`src/rtl/nmi_pkg.sv`:
```
package nmi_pkg;
  localparam int unsigned DEF_SYNC_STAGES = 2;
  localparam int unsigned DEF_LOW_MIN     = 4;
  localparam int unsigned DEF_HIGH_MIN    = 4;

  function automatic int unsigned cnt_width(int unsigned limit);
    return (limit < 1) ? 1 : $clog2(limit + 1);
  endfunction
endpackage

```
`src/rtl/nmi_sync.sv`:
```
module nmi_sync #(
  parameter int unsigned STAGES  = 2,
  parameter logic        RST_VAL = 1'b1
) (
  input  logic clk_i,
  input  logic rst_ni,
  input  logic d_i,
  output logic q_o
);
  logic [STAGES-1:0] stage_q;

  for (genvar i = 0; i < STAGES; i++) begin : g_stage
    if (i == 0) begin : g_first
      always_ff @(posedge clk_i or negedge rst_ni) begin
        if (!rst_ni) stage_q[0] <= RST_VAL;
        else         stage_q[0] <= d_i;
      end
    end else begin : g_next
      always_ff @(posedge clk_i or negedge rst_ni) begin
        if (!rst_ni) stage_q[i] <= RST_VAL;
        else         stage_q[i] <= stage_q[i-1];
      end
    end
  end

  assign q_o = stage_q[STAGES-1];
endmodule

```
`src/rtl/nmi_run_counter.sv`:
```
module nmi_run_counter #(
  parameter int unsigned LIMIT = 4,
  localparam int unsigned CW   = nmi_pkg::cnt_width(LIMIT)
) (
  input  logic          clk_i,
  input  logic          rst_ni,
  input  logic          clr_i,
  input  logic          inc_i,
  output logic [CW-1:0] cnt_o,
  output logic          full_o
);
  localparam logic [CW-1:0] TOP = CW'(LIMIT);

  logic [CW-1:0] cnt_q;

  always_ff @(posedge clk_i or negedge rst_ni) begin
    if (!rst_ni)                   cnt_q <= '0;
    else if (clr_i)                cnt_q <= '0;
    else if (inc_i && cnt_q != TOP) cnt_q <= cnt_q + 1'b1;
  end

  assign cnt_o  = cnt_q;
  assign full_o = (cnt_q == TOP);

  // saturation keeps the run length inside its range
  p_cnt_bound_r3: assert property (@(posedge clk_i) disable iff (!rst_ni)
    cnt_q <= TOP);
endmodule

```
`src/rtl/nmi_qualifier.sv`:
```
module nmi_qualifier
  import nmi_pkg::*;
#(
  parameter int unsigned SYNC_STAGES = DEF_SYNC_STAGES,
  parameter int unsigned LOW_MIN     = DEF_LOW_MIN,
  parameter int unsigned HIGH_MIN    = DEF_HIGH_MIN,
  parameter int unsigned VEC_W       = 8,
  parameter logic [VEC_W-1:0] VECTOR = VEC_W'(2)
) (
  input  logic             clk_i,
  input  logic             rst_ni,
  input  logic             nmi_i,
  input  logic             ack_i,
  output logic             pend_o,
  output logic [VEC_W-1:0] vec_o
);
  localparam int unsigned LCW = cnt_width(LOW_MIN);
  localparam int unsigned HCW = cnt_width(HIGH_MIN);
  localparam logic [HCW-1:0] HI_LAST = HCW'(HIGH_MIN - 1);

  logic           lvl;
  logic [LCW-1:0] lo_cnt;
  logic           lo_full;
  logic [HCW-1:0] hi_cnt;
  logic           hi_full;
  logic           edge_ok, tracking, qual;
  logic           track_q, pend_q;

  nmi_sync #(.STAGES(SYNC_STAGES), .RST_VAL(1'b1)) u_sync (
    .clk_i (clk_i),
    .rst_ni(rst_ni),
    .d_i   (nmi_i),
    .q_o   (lvl)
  );

  // consecutive synchronized low clocks
  nmi_run_counter #(.LIMIT(LOW_MIN)) u_lo_run (
    .clk_i (clk_i),
    .rst_ni(rst_ni),
    .clr_i (lvl),
    .inc_i (~lvl),
    .cnt_o (lo_cnt),
    .full_o(lo_full)
  );

  assign edge_ok  = lvl & lo_full;
  assign tracking = edge_ok | track_q;

  // high clocks of a run that began on a qualified-low edge
  nmi_run_counter #(.LIMIT(HIGH_MIN)) u_hi_run (
    .clk_i (clk_i),
    .rst_ni(rst_ni),
    .clr_i (~lvl),
    .inc_i (lvl & tracking),
    .cnt_o (hi_cnt),
    .full_o(hi_full)
  );

  assign qual = lvl & tracking & (hi_cnt == HI_LAST);

  always_ff @(posedge clk_i or negedge rst_ni) begin
    if (!rst_ni) begin
      track_q <= 1'b0;
      pend_q  <= 1'b0;
    end else begin
      track_q <= lvl & tracking & ~qual;
      pend_q  <= qual | (pend_q & ~ack_i);
    end
  end

  assign pend_o = pend_q;
  assign vec_o  = VECTOR;

  p_rise_on_high_r4: assert property (@(posedge clk_i) disable iff (!rst_ni)
    $rose(pend_q) |-> $past(lvl) && $past(hi_cnt) == HI_LAST);
  p_qual_before_sat_r4: assert property (@(posedge clk_i) disable iff (!rst_ni)
    qual |-> !hi_full);
  p_no_spurious_r5: assert property (@(posedge clk_i) disable iff (!rst_ni)
    !qual |=> !$rose(pend_q));
  p_arm_needs_low_r6: assert property (@(posedge clk_i) disable iff (!rst_ni)
    edge_ok |-> lo_cnt == LCW'(LOW_MIN));
  p_hold_r7: assert property (@(posedge clk_i) disable iff (!rst_ni)
    pend_q && !ack_i |=> pend_q);
  p_ack_clears_r7: assert property (@(posedge clk_i) disable iff (!rst_ni)
    pend_q && ack_i && !qual |=> !pend_q);
  p_set_wins_r9: assert property (@(posedge clk_i) disable iff (!rst_ni)
    qual |=> pend_q);
endmodule

```
`config.mk`:
```
export PLATFORM = sky130hd
export DESIGN_NAME = nmi_qualifier
export DESIGN_NICKNAME = d
export VERILOG_FILES = /design/src/rtl/nmi_pkg.sv /design/src/rtl/nmi_sync.sv /design/src/rtl/nmi_run_counter.sv /design/src/rtl/nmi_qualifier.sv
export SDC_FILE = /design/constraint.sdc
export NUM_CORES = 1
export LEC_CHECK = 0
export ABC_AREA = 1
export BUFFER_PORTS_ARGS = -buffer_cell sky130_fd_sc_hd__clkbuf_2
export CORE_AREA = 8 8 45 47
export DETAILED_ROUTE_END_ITERATION = 8
export DIE_AREA = 0 0 53 55
export GPL_ROUTABILITY_DRIVEN = 1
export PLACE_DENSITY = 0.76
export SLEW_MARGIN = 20
export SYNTH_ARGS = -nofsm -noshare
export SYNTH_HDL_FRONTEND = slang
export SYNTH_SLANG_ARGS = --single-unit
```
`constraint.sdc`:
```
create_clock -name clk_i -period 0.97 [get_ports clk_i]
set_input_delay 0.2425 -clock clk_i [delete_from_list [all_inputs] [get_ports clk_i]]
set_output_delay 0.2425 -clock clk_i [all_outputs]
set_load 0.01 [all_outputs]
```
### Word level (Yosys, flattened, before mapping)

Index checks and enable logic that the tools add are counted.

| storage, ports and cells | value |
|---|---|
| flip-flop bits (word level) | 10 |
| bits in latches | 0 |
| RAM bits | 0 |
| ROM bits | 0 |
| word-level logic and storage cells | 30 |
| memories kept | 0 |

| cells by class | value |
|---|---|
| add/subtract/negate cells | 2 |
| $mul | 0 |
| divide/modulo/power cells | 0 |
| magnitude comparators | 0 |
| equal/unequal tests | 5 |
| shift operators | 0 |
| muxes and demuxes | 4 |
| bitwise gates (word level) | 10 |
| reductions and logical operators | 3 |

Operator list:

| operator | count |
|---|---|
| 3-bit 2-to-1 mux | 4 |
| 3-bit by 1-bit adder with 3-bit output (second input constant) | 2 |
| 3-bit inequality test (second input constant) | 2 |
| 1-bit AND | 5 |
| 3-bit by 2-bit == test with 1-bit output (second input constant) | 1 |
| 3-bit == test (second input constant) | 1 |
| 1-bit inverter | 3 |
| 1-bit logical AND | 2 |
| 2-bit by 1-bit inequality test with 1-bit output (second input constant) | 1 |
| 1-bit bitwise OR | 2 |
| 2-bit nonzero test | 1 |

### Logic depth before layout (Yosys ltp)

Gate-level depths: netlist of run 1.

| depth | value |
|---|---|
| word-level depth | 7 |
| mapped depth | 7 |

### By module

Synthesis of run 1 repeated with hierarchy kept, for this count alone.

| unflattened totals | value |
|---|---|
| cell total of the unflattened synthesis | 75 |
| area, all modules | 594.3 µm² |

Modules (own cells, without submodules):

| module | times used | cells an instance | area an instance (µm²) | seq. area each (µm²) |
|---|---|---|---|---|
| nmi_run_counter | 2 | 25 | 185.2 | 75.1 |
| nmi_qualifier | 1 | 23 | 171.4 | 50.0 |
| nmi_sync | 1 | 2 | 52.6 | 52.6 |

### Least setup slack after synthesis of run 1

No wires, ideal clock.

| path | value |
|---|---|
| path type | flip-flop to flip-flop |
| start | register u_hi_run.cnt_q[0], in the netlist u_hi_run.cnt_o[0] |
| end | register u_hi_run.cnt_q[2], in the netlist u_hi_run.cnt_o[2] |
| library setup time | 117 ps |
| data arrival time | 959 ps |
| data required time | 853 ps |
| slack | -107 ps |
| cell stages (with the launch flop) | 6 |
| buffers on the path | 0 |
| clock period less this slack | 1,077 ps |
| cells stage by stage | dfrtp_1 ha_1 ha_1 inv_1 nand3_1 nand2_1 |

| between the ends | value |
|---|---|
| longest elaborated chain between the ends | 3 |
| elaborated cells between the ends (all ways) | 6 |
| those cells by class | add/sub: 1; eq/ne: 2; mux: 2; reduce/logical: 1 |

Ends and longest elaborated chain:

| element | line | text |
|---|---|---|
| start: declaration | nmi_run_counter.sv:14 | `logic [CW-1:0] cnt_q;` |
| start signal: assignment | nmi_run_counter.sv:19 | `else if (inc_i && cnt_q != TOP) cnt_q <= cnt_q + 1'b1;` |
| 3-bit by 1-bit adder with 3-bit output or 3-bit inequality test (tied branches) | nmi_run_counter.sv:19 |  |
| 3-bit 2-to-1 mux or 1-bit logical AND (tied branches) | nmi_run_counter.sv:19 |  |
| 3-bit 2-to-1 mux or 2-bit by 1-bit inequality test with 1-bit output (tied branches) | - |  |

Parallel ways exist; a longest one is shown, timed or not. The select of a mux whose other input is x is not followed.
A chain may end at the register's enable or synchronous reset.

### Worst setup path in the final report of run 1

Same ends and word-level chain as after synthesis.

==> run summary, run 1 <==
The run finished, with violations left. The final reports fail on setup timing. Clock latency on the worst-skew pair, taken at its later pin, is 270 ps.

The multiplexer share of the synthesized area works out to 0. The number of warnings reported in the yosys synthesis log was 0. In this run the deepest clock path goes through 2 buffers. The compound-cell area share of the yosys netlist was 0.0803; the count of routing violations after the opening detailed-route iteration was 4. For the DRC violation count after routing, the log shows 0. The number of antenna violations at the first check in global routing was 0. The run gives 9 as the total of endpoints with negative setup slack in the final report.

The floorplan step defined a die boundary enclosing 2920 µm². The cell repeated most along the worst path was sky130_fd_sc_hd__ha_4. The proportion of synthesized flip-flops having asynchronous set or reset was 1.00; the fraction of the mapped netlist area in adder cells was 0.115. For this run, the top clock speed supported by timing is 0.895 GHz.

The maximum fanout encountered on the critical timing path is 3, and the number of placed cells counting well taps is 83. The synthesized design contains 0 enable-type register cells. The tools report the number of pins with negative max-slew slack in the final report as 0.

The run gives 546 µm² as the area of the mapped netlist. Setup repair after global routing could not meet its margin everywhere. The overall routing resource usage was 0.0809. After layout, the minimum clock period comes to 1120 ps. TritonCTS built the clock tree. Measured along the x axis, the die boundary spans 53 µm. After synthesis the netlist holds a flip-flop and latch count of 10. For the placeable core region, the log shows 1380 µm².

The worst setup path is captured at a flop. The run gives 0.855 mV as the worst-case vdd ir drop. From synthesis to final layout, the design area changed by 36.2%.

The worst clock skew is 2.12 ps, and the required arrival time at the worst endpoint is 1130 ps. For this design, the slowest cell found on the critical path is sky130_fd_sc_hd__dfrtp_2. The logs give 743 µm for the half-perimeter wire length of the detailed placement result and 0.394 for the starting density of the core. The largest family of logic cells by synthesized area is buffers and inverters. The filler cells instantiated in the layout total 123.

The library cells used most frequently in the layout, excluding fill and tap cells, are sky130_fd_sc_hd__buf_4, sky130_fd_sc_hd__conb_1, sky130_fd_sc_hd__dfrtp_1. The arrival time reported for the critical path endpoint came out at 1280 ps. The number of buffers added on ports is 4, and the largest stage delay on the critical path is 440 ps. For the total congestion overflow after global routing, the log shows 0. The run gives 4 as the count of TritonRoute iterations in the first routing pass.

The final antenna-violating net count is 0. The number of global-route vias before repair was 413; the xor and xnor fraction of the mapped netlist area was 0.0161. The sequential cell area fraction in the yosys report was 0.463. Pin placement for this block handled 13 I/O pins. The logs give 11 for the maximum number of pins on one net before global-route repair and 14 for the total number of placement rows. The per-cell routed wire length was 12.2 µm. After detailed routing, the number of vias per cell comes to 4.51. The library cell used most frequently in the layout, excluding fill and tap cells, is sky130_fd_sc_hd__buf_4. The fraction of layout cells with a size suffix above 1 was 0.527; the summed area of non-filler cells in the final layout was 743 µm². The worst hold path belongs to the class input pin to flop. The total power is 1.44 mW.

The worst setup path is of the flop to flop kind. The final layout contains 84 nets. The tools report the total CTS buffers as 3. The first global-routing pass estimated 1.70 mm of wire.

For this run, the leading register cell type out of synthesis is sky130_fd_sc_hd__dfrtp_1. Once placement finished, the instance area stood at 636 µm². The leakage power figure is 0.354 nW, and the count of unique library cells instantiated by Yosys is 16. The final cycle utilization of the critical path came out at 1.15.

The power density relative to cell area came out at 1940 nW/µm². The average instance in the mapped netlist occupies 9.41 µm². For the via count, the log shows 406.

The final layout contains routed wiring with a total length of 1.10 mm. Clock-pin slew was measured on the worst setup and hold paths at 60 ps. The minimum setup slack in the final design was -148 ps; the final standard cell count with taps included and fillers excluded was 90.

Across the run, the number of max-cap violations was 0. The cell count after synthesis came out at 58. The tree built by TritonCTS fans out to 10 sinks. The startpoint type of the worst setup path was a flop. The share of synthesized cell area in and, or, nand and nor gates is 0.133. The tools report the number of antenna diodes as 0.

The logs give 1 for the maximum level of the CTS H-tree and 0 for the number of failing hold endpoints at the final stage. Walking the worst path, the cells encountered are ha_4 > ha_4 > inv_2 > nand3_2 > nand2_2. The congestion estimate from routability-driven global placement came to 0.853.

The vertical extent of the die came out at 55 µm. The tools report the root buffer cell as sky130_fd_sc_hd__clkbuf_4.
==> Yosys cell counts (2+ instances only) <==
cell type                 n  area share
sky130_fd_sc_hd__a21oi_1  2       0.018
sky130_fd_sc_hd__buf_4    8        0.11
sky130_fd_sc_hd__conb_1   2       0.014
sky130_fd_sc_hd__dfrtp_1  8        0.37
sky130_fd_sc_hd__dfstp_2  2       0.096
sky130_fd_sc_hd__ha_1     5        0.11
sky130_fd_sc_hd__inv_1    9       0.062
sky130_fd_sc_hd__nand2_1  6       0.041
sky130_fd_sc_hd__nand3_1  8       0.073
sky130_fd_sc_hd__o21ai_0  2       0.018
==> layer usage <==
metal  up-vias  part of all wire  GRT usage  wire length (µm)
li1        198                 -          -                 -
met2        16              0.53      0.131               578
met5         -                 0          0                 0
met4         0             0.022     0.0776                24
met3         3             0.059     0.0134                65
met1       189              0.39     0.0885               429
==> worst paths after layout <==
path	to	startpoint	slack, ps	cells past startpoint
max	u_hi_run.cnt_o[2]	u_hi_run.cnt_o[0]	-150	5
min	u_sync.stage_q[0]	nmi_i	50	1
max reg2reg	u_hi_run.cnt_o[2]	u_hi_run.cnt_o[0]	-150	5
min reg2reg	u_sync.q_o	u_sync.stage_q[0]	360	0
max in group asynchronous	u_sync.q_o	rst_ni	330	2
min in group asynchronous	u_hi_run.cnt_o[2]	rst_ni	370	2
==> worst max-delay path: cells and delay by family, from the launching register on <==
family,cells,cell delay (ps)
adder cells (fa/ha/maj),2,430
flip-flops,1,440
AND/OR/NAND/NOR,2,110
buffers and inverters,1,30
==> kinds of logic (layout without fill, tap and decap cells) <==
| family | Yosys count | in the layout |
|---|---|---|
| AOI/OAI and AO/OA | 6 | 6 |
| other | 2 | 8 |
| adders and majority gates | 5 | 5 |
| xor gates and xnor gates | 1 | 1 |
| DFF | 10 | 10 |
| buffers and inverters | 18 | 28 |
| and+or+nand+nor | 16 | 16 |
==> layout make-up <==
type,count,area [µm²],area share
clock buffers,4,36.3,0.0488
multi-input cells,36,298,0.401
repair buffers,14,97.6,0.131
well taps,16,20.0,0.0269
inverters,10,37.5,0.0505
flip-flops and latches,10,254,0.342
==> state kept, by name (all words and copies together) (netlist names) <==
signal          flops
u_lo_run.cnt_o      3
track_q             1
u_sync.stage_q      1
u_hi_run.cnt_o      3
pend_o              1
u_sync.q_o          1
==> report_power, final <==
group          switching [mW]  total (mW)  internal [mW]  leakage, nW
combinational           0.248       0.507          0.259        0.205
sequential             0.0654       0.559          0.494        0.128
clock                   0.145       0.373          0.228       0.0210
==> through the flow <==
step / setup WS (ps) / utilization / TNS [ps] / hold slack (ps)
2_1_floorplan: -85.3 / - / -416 / -53.1
3_3_place_gp: -134 / 0.459 / -823 / 120
3_5_place_dp: -185 / 0.459 / -1120 / 123
4_1_cts: -201 / 0.498 / -1380 / 51.2
5_1_grt: -239 / 0.537 / -1610 / 43.2
6_report: -148 / 0.537 / -999 / 52.7
==> what timing repair did <==
action                                 CTS  global route
setup buffers                            0             2
setup endpoints to repair                9             9
hold buffers                             1             0
gates resized for setup                  3            11
pin swaps                                2             5
endpoints found under the hold margin    8             0
No activity file was read; power rests on OpenSTA's default activity.
==> run 2, diff against run 1 <==
- PLACE_DENSITY: 0.76 -> 0.77
- TNS_END_PERCENT: not set -> 50
==> run 2 against run 1 <==
  * The flow still finishes with violations (setup timing)
  * Flip-flop and latch count stayed put
  * Non-clock buffer count stayed put
  * Clock skew is 7.6 ps higher
  * Clock power is 20% lower
  * Sequential power is 2% lower
  * Core utilization is 1.9 points lower
==> run summary, run 2 (same netlist as run 1, synthesis figures left out) <==
The run finished, with violations left. The final reports fail on setup timing. Overall routing resource usage: 0.0760.

Number of clock sinks: 10. The run gives 11 as the maximum number of pins on one net before global-route repair. The launching element of the worst setup path is u_lo_run.cnt_o[0]. Clock latency on the worst-skew pair, taken at its later pin, is 260 ps.

Half-perimeter wire length of the detailed placement result: 684 µm. The arrival time reported for the critical path endpoint came out at 1320 ps. The run gives -146 ps as the minimum setup slack in the final design. TritonCTS built the clock tree. For the number of antenna violations at the first check in global routing, the log shows 0.

The largest single stage delay on the critical path is 390 ps. Dividing the detail-routed wire length by the instance count gives 10.6 µm. The pre-antenna-repair detailed-routing pass consisted of 4 iterations.

The wire length of the first global-routing pass was 1.57 mm. The tools report the number of pins with negative max-slew slack in the final report as 0. Kind of critical path: flop to flop. After global routing the overflow that remains totals 0. The tools report the number of global-route vias before repair as 390. For the DRC violation count after routing, the log shows 0. Setup total negative slack on the finished layout was measured at -872 ps. Worst clock skew: 9.73 ps.

The number of failing hold endpoints at the final stage came out at 0. The run gives 0.373 as the fraction of power consumed by combinational cells. In this run the remaining antenna-violating nets after routing total 0. Based on the critical path, the design can be clocked at up to 0.896 GHz. The tools report the number of maximum-capacitance violations as 0.

The vertical extent of the die works out to 55 µm. For the starting density of the core, the log shows 0.394. The number of buffers added on ports is 4. The floorplan has 14 rows. The power density relative to cell area is 1880 nW/µm², and the fill cell total of the finished layout is 125. The final net count was 84. The worst setup path is captured at a flop. The proportion of power drawn by the clock network was 0.221. The largest individual stage delay along the critical path comes from the cell sky130_fd_sc_hd__dfrtp_1. The root buffer cell was sky130_fd_sc_hd__clkbuf_4. The tools report the last element of the critical path as u_hi_run.cnt_o[1].

Switching power as a share of total power: 0.323. In this run the worst path has a maximum fanout of 6. Pin placement for this block handled 13 I/O pins. For this block, the routed nets add up to 954 µm of wire. The path class of the tightest hold or removal check is input pin to flop. The post-placement setup slack is -185 ps, and the cell-internal power is 0.911 mW.

Setup violations remaining at the end of the flow were counted as 8. The die is 53 µm wide. Traced cell by cell, the critical path runs through inv_2 > ha_4 > nand2_4 > a21oi_4 > nand3_1 > nand2_1. The final route contains 391 vias. For this block, the initial DRC count from the detailed router was 6. The startpoint identified for the worst register-to-register timing path is u_lo_run.cnt_o[0]. The fraction of layout cells with a size suffix above 1 is 0.459, and the clock-pin slew of the registers on the worst-case setup and hold paths is 70 ps. Power share of the sequential group: 0.407. In this run the static leakage power is 0.352 nW. The startpoint type of the worst setup path is a flop.

The area of the die is 2920 µm², and the area growth from synthesis to final layout is 31.4%. For the placeable core region, the log shows 1380 µm². Final cycle utilization of the critical path: 1.15. Using the TritonRoute via totals, the vias-per-cell ratio works out to 4.34. The number of antenna diodes came out at 0. Subtracting the final worst setup slack from the clock period gives 1120 ps.

The reg-to-reg endpoint was u_hi_run.cnt_o[1]. For the worst setup path, the data required time is 1180 ps. The longest clock path from root to sink contains 2 buffers. The reported net switching power is 0.435 mW, and the maximum level of the CTS H-tree is 1. The depth of the worst register-to-register path came out at 6. The routability congestion estimate from global placement was 0.752; the setup slack of the worst register-to-register path was -150 ps. In the layout the commonest cells are sky130_fd_sc_hd__buf_4, sky130_fd_sc_hd__conb_1, sky130_fd_sc_hd__dfrtp_1. Setup repair after global routing could not meet its margin everywhere. Leaving out fill and tap cells, the most frequent cell in the layout is sky130_fd_sc_hd__buf_4.

The number of clock buffers added by TritonCTS is 3. IR analysis of the VDD net gives a maximum drop of 0.978 mV.
==> run 2: changes by cell type in the layout (fill, tap and decap cells not counted) <==
| cell | before | now |
|---|---|---|
| sky130_fd_sc_hd__ha_1 | 0 | 1 |
| sky130_fd_sc_hd__ha_2 | 2 | 1 |
| sky130_fd_sc_hd__dfrtp_2 | 1 | 0 |
| sky130_fd_sc_hd__nand2_1 | 3 | 4 |
| sky130_fd_sc_hd__nand2_4 | 2 | 1 |
| sky130_fd_sc_hd__dfrtp_1 | 7 | 8 |
| sky130_fd_sc_hd__clkbuf_8 | 1 | 0 |
| sky130_fd_sc_hd__nand3_1 | 4 | 5 |
| sky130_fd_sc_hd__clkbuf_1 | 0 | 1 |
| sky130_fd_sc_hd__nand3_2 | 4 | 3 |
==> run 2: per-layer routing <==
layer  global-route usage  wire [µm]  vias to the layer above
met4               0.0647         29                        0
met2                0.121        457                       13
met3               0.0267         53                        4
met1               0.0793        413                      178
li1                     -          -                      196
met5                    0          0                        -
==> run 2: layout make-up <==
type	count	area [µm²]	share of cell area
Clock buffer	4	26.3	0.0366
Inverter	10	37.5	0.0524
Multi-Input combinational cell	36	283	0.394
Sequential cell	10	253	0.353
Tap cell	16	20.0	0.0279
Timing Repair Buffer	14	97.6	0.136
==> run 2: what timing repair did <==
item / CTS / global route
pin swaps: 4 / 3
resized for setup: 5 / 4
cloned: 0 / 0
hold buffers: 1 / 0
buffers inserted: 2 / 1
hold endpoints to repair: 8 / 0
setup endpoints to repair: 9 / 9
==> run 2: worst min path at each step <==
stage | startpoint | endpoint | slack (ps) | cells past startpoint
2_1_floorplan | rst_ni | pend_o | -50 | 0
3_3_place_gp | rst_ni | u_lo_run.cnt_o[1] | 120 | 1
3_5_place_dp | rst_ni | u_lo_run.cnt_o[0] | 120 | 1
4_1_cts | nmi_i | u_sync.stage_q[0] | 60 | 1
5_1_grt | nmi_i | u_sync.stage_q[0] | 50 | 1
6_report | nmi_i | u_sync.stage_q[0] | 60 | 1
==> run 2: critical path: cells and delay by family (launching register included) <==
| family | cells | cell delay [ps] |
|---|---|---|
| fa+ha+maj | 1 | 140 |
| buf+inv | 1 | 80 |
| flops | 1 | 390 |
| compound gates | 1 | 200 |
| simple gates | 3 | 240 |
==> run 2: power by group through the flow <==
stage	clock [mW]	combinational [mW]	sequential, mW
floorplan	0	0.265	0.545
global placement	0	0.369	0.546
detailed placement	0	0.379	0.547
CTS	0.305	0.455	0.546
global route	0.328	0.570	0.558
finish	0.297	0.502	0.548
==> run 2: stage by stage <==
stage	hold slack, ps	power (mW)	util	instances	area, µm²
after floorplan	-53.1	0.810	-	64	603
final	62.3	1.35	0.518	90	717
after global routing	51.0	1.46	0.518	90	717
after CTS	57.3	1.31	0.500	89	692
after global placement	118	0.915	0.454	82	628
after detailed placement	123	0.927	0.454	82	628
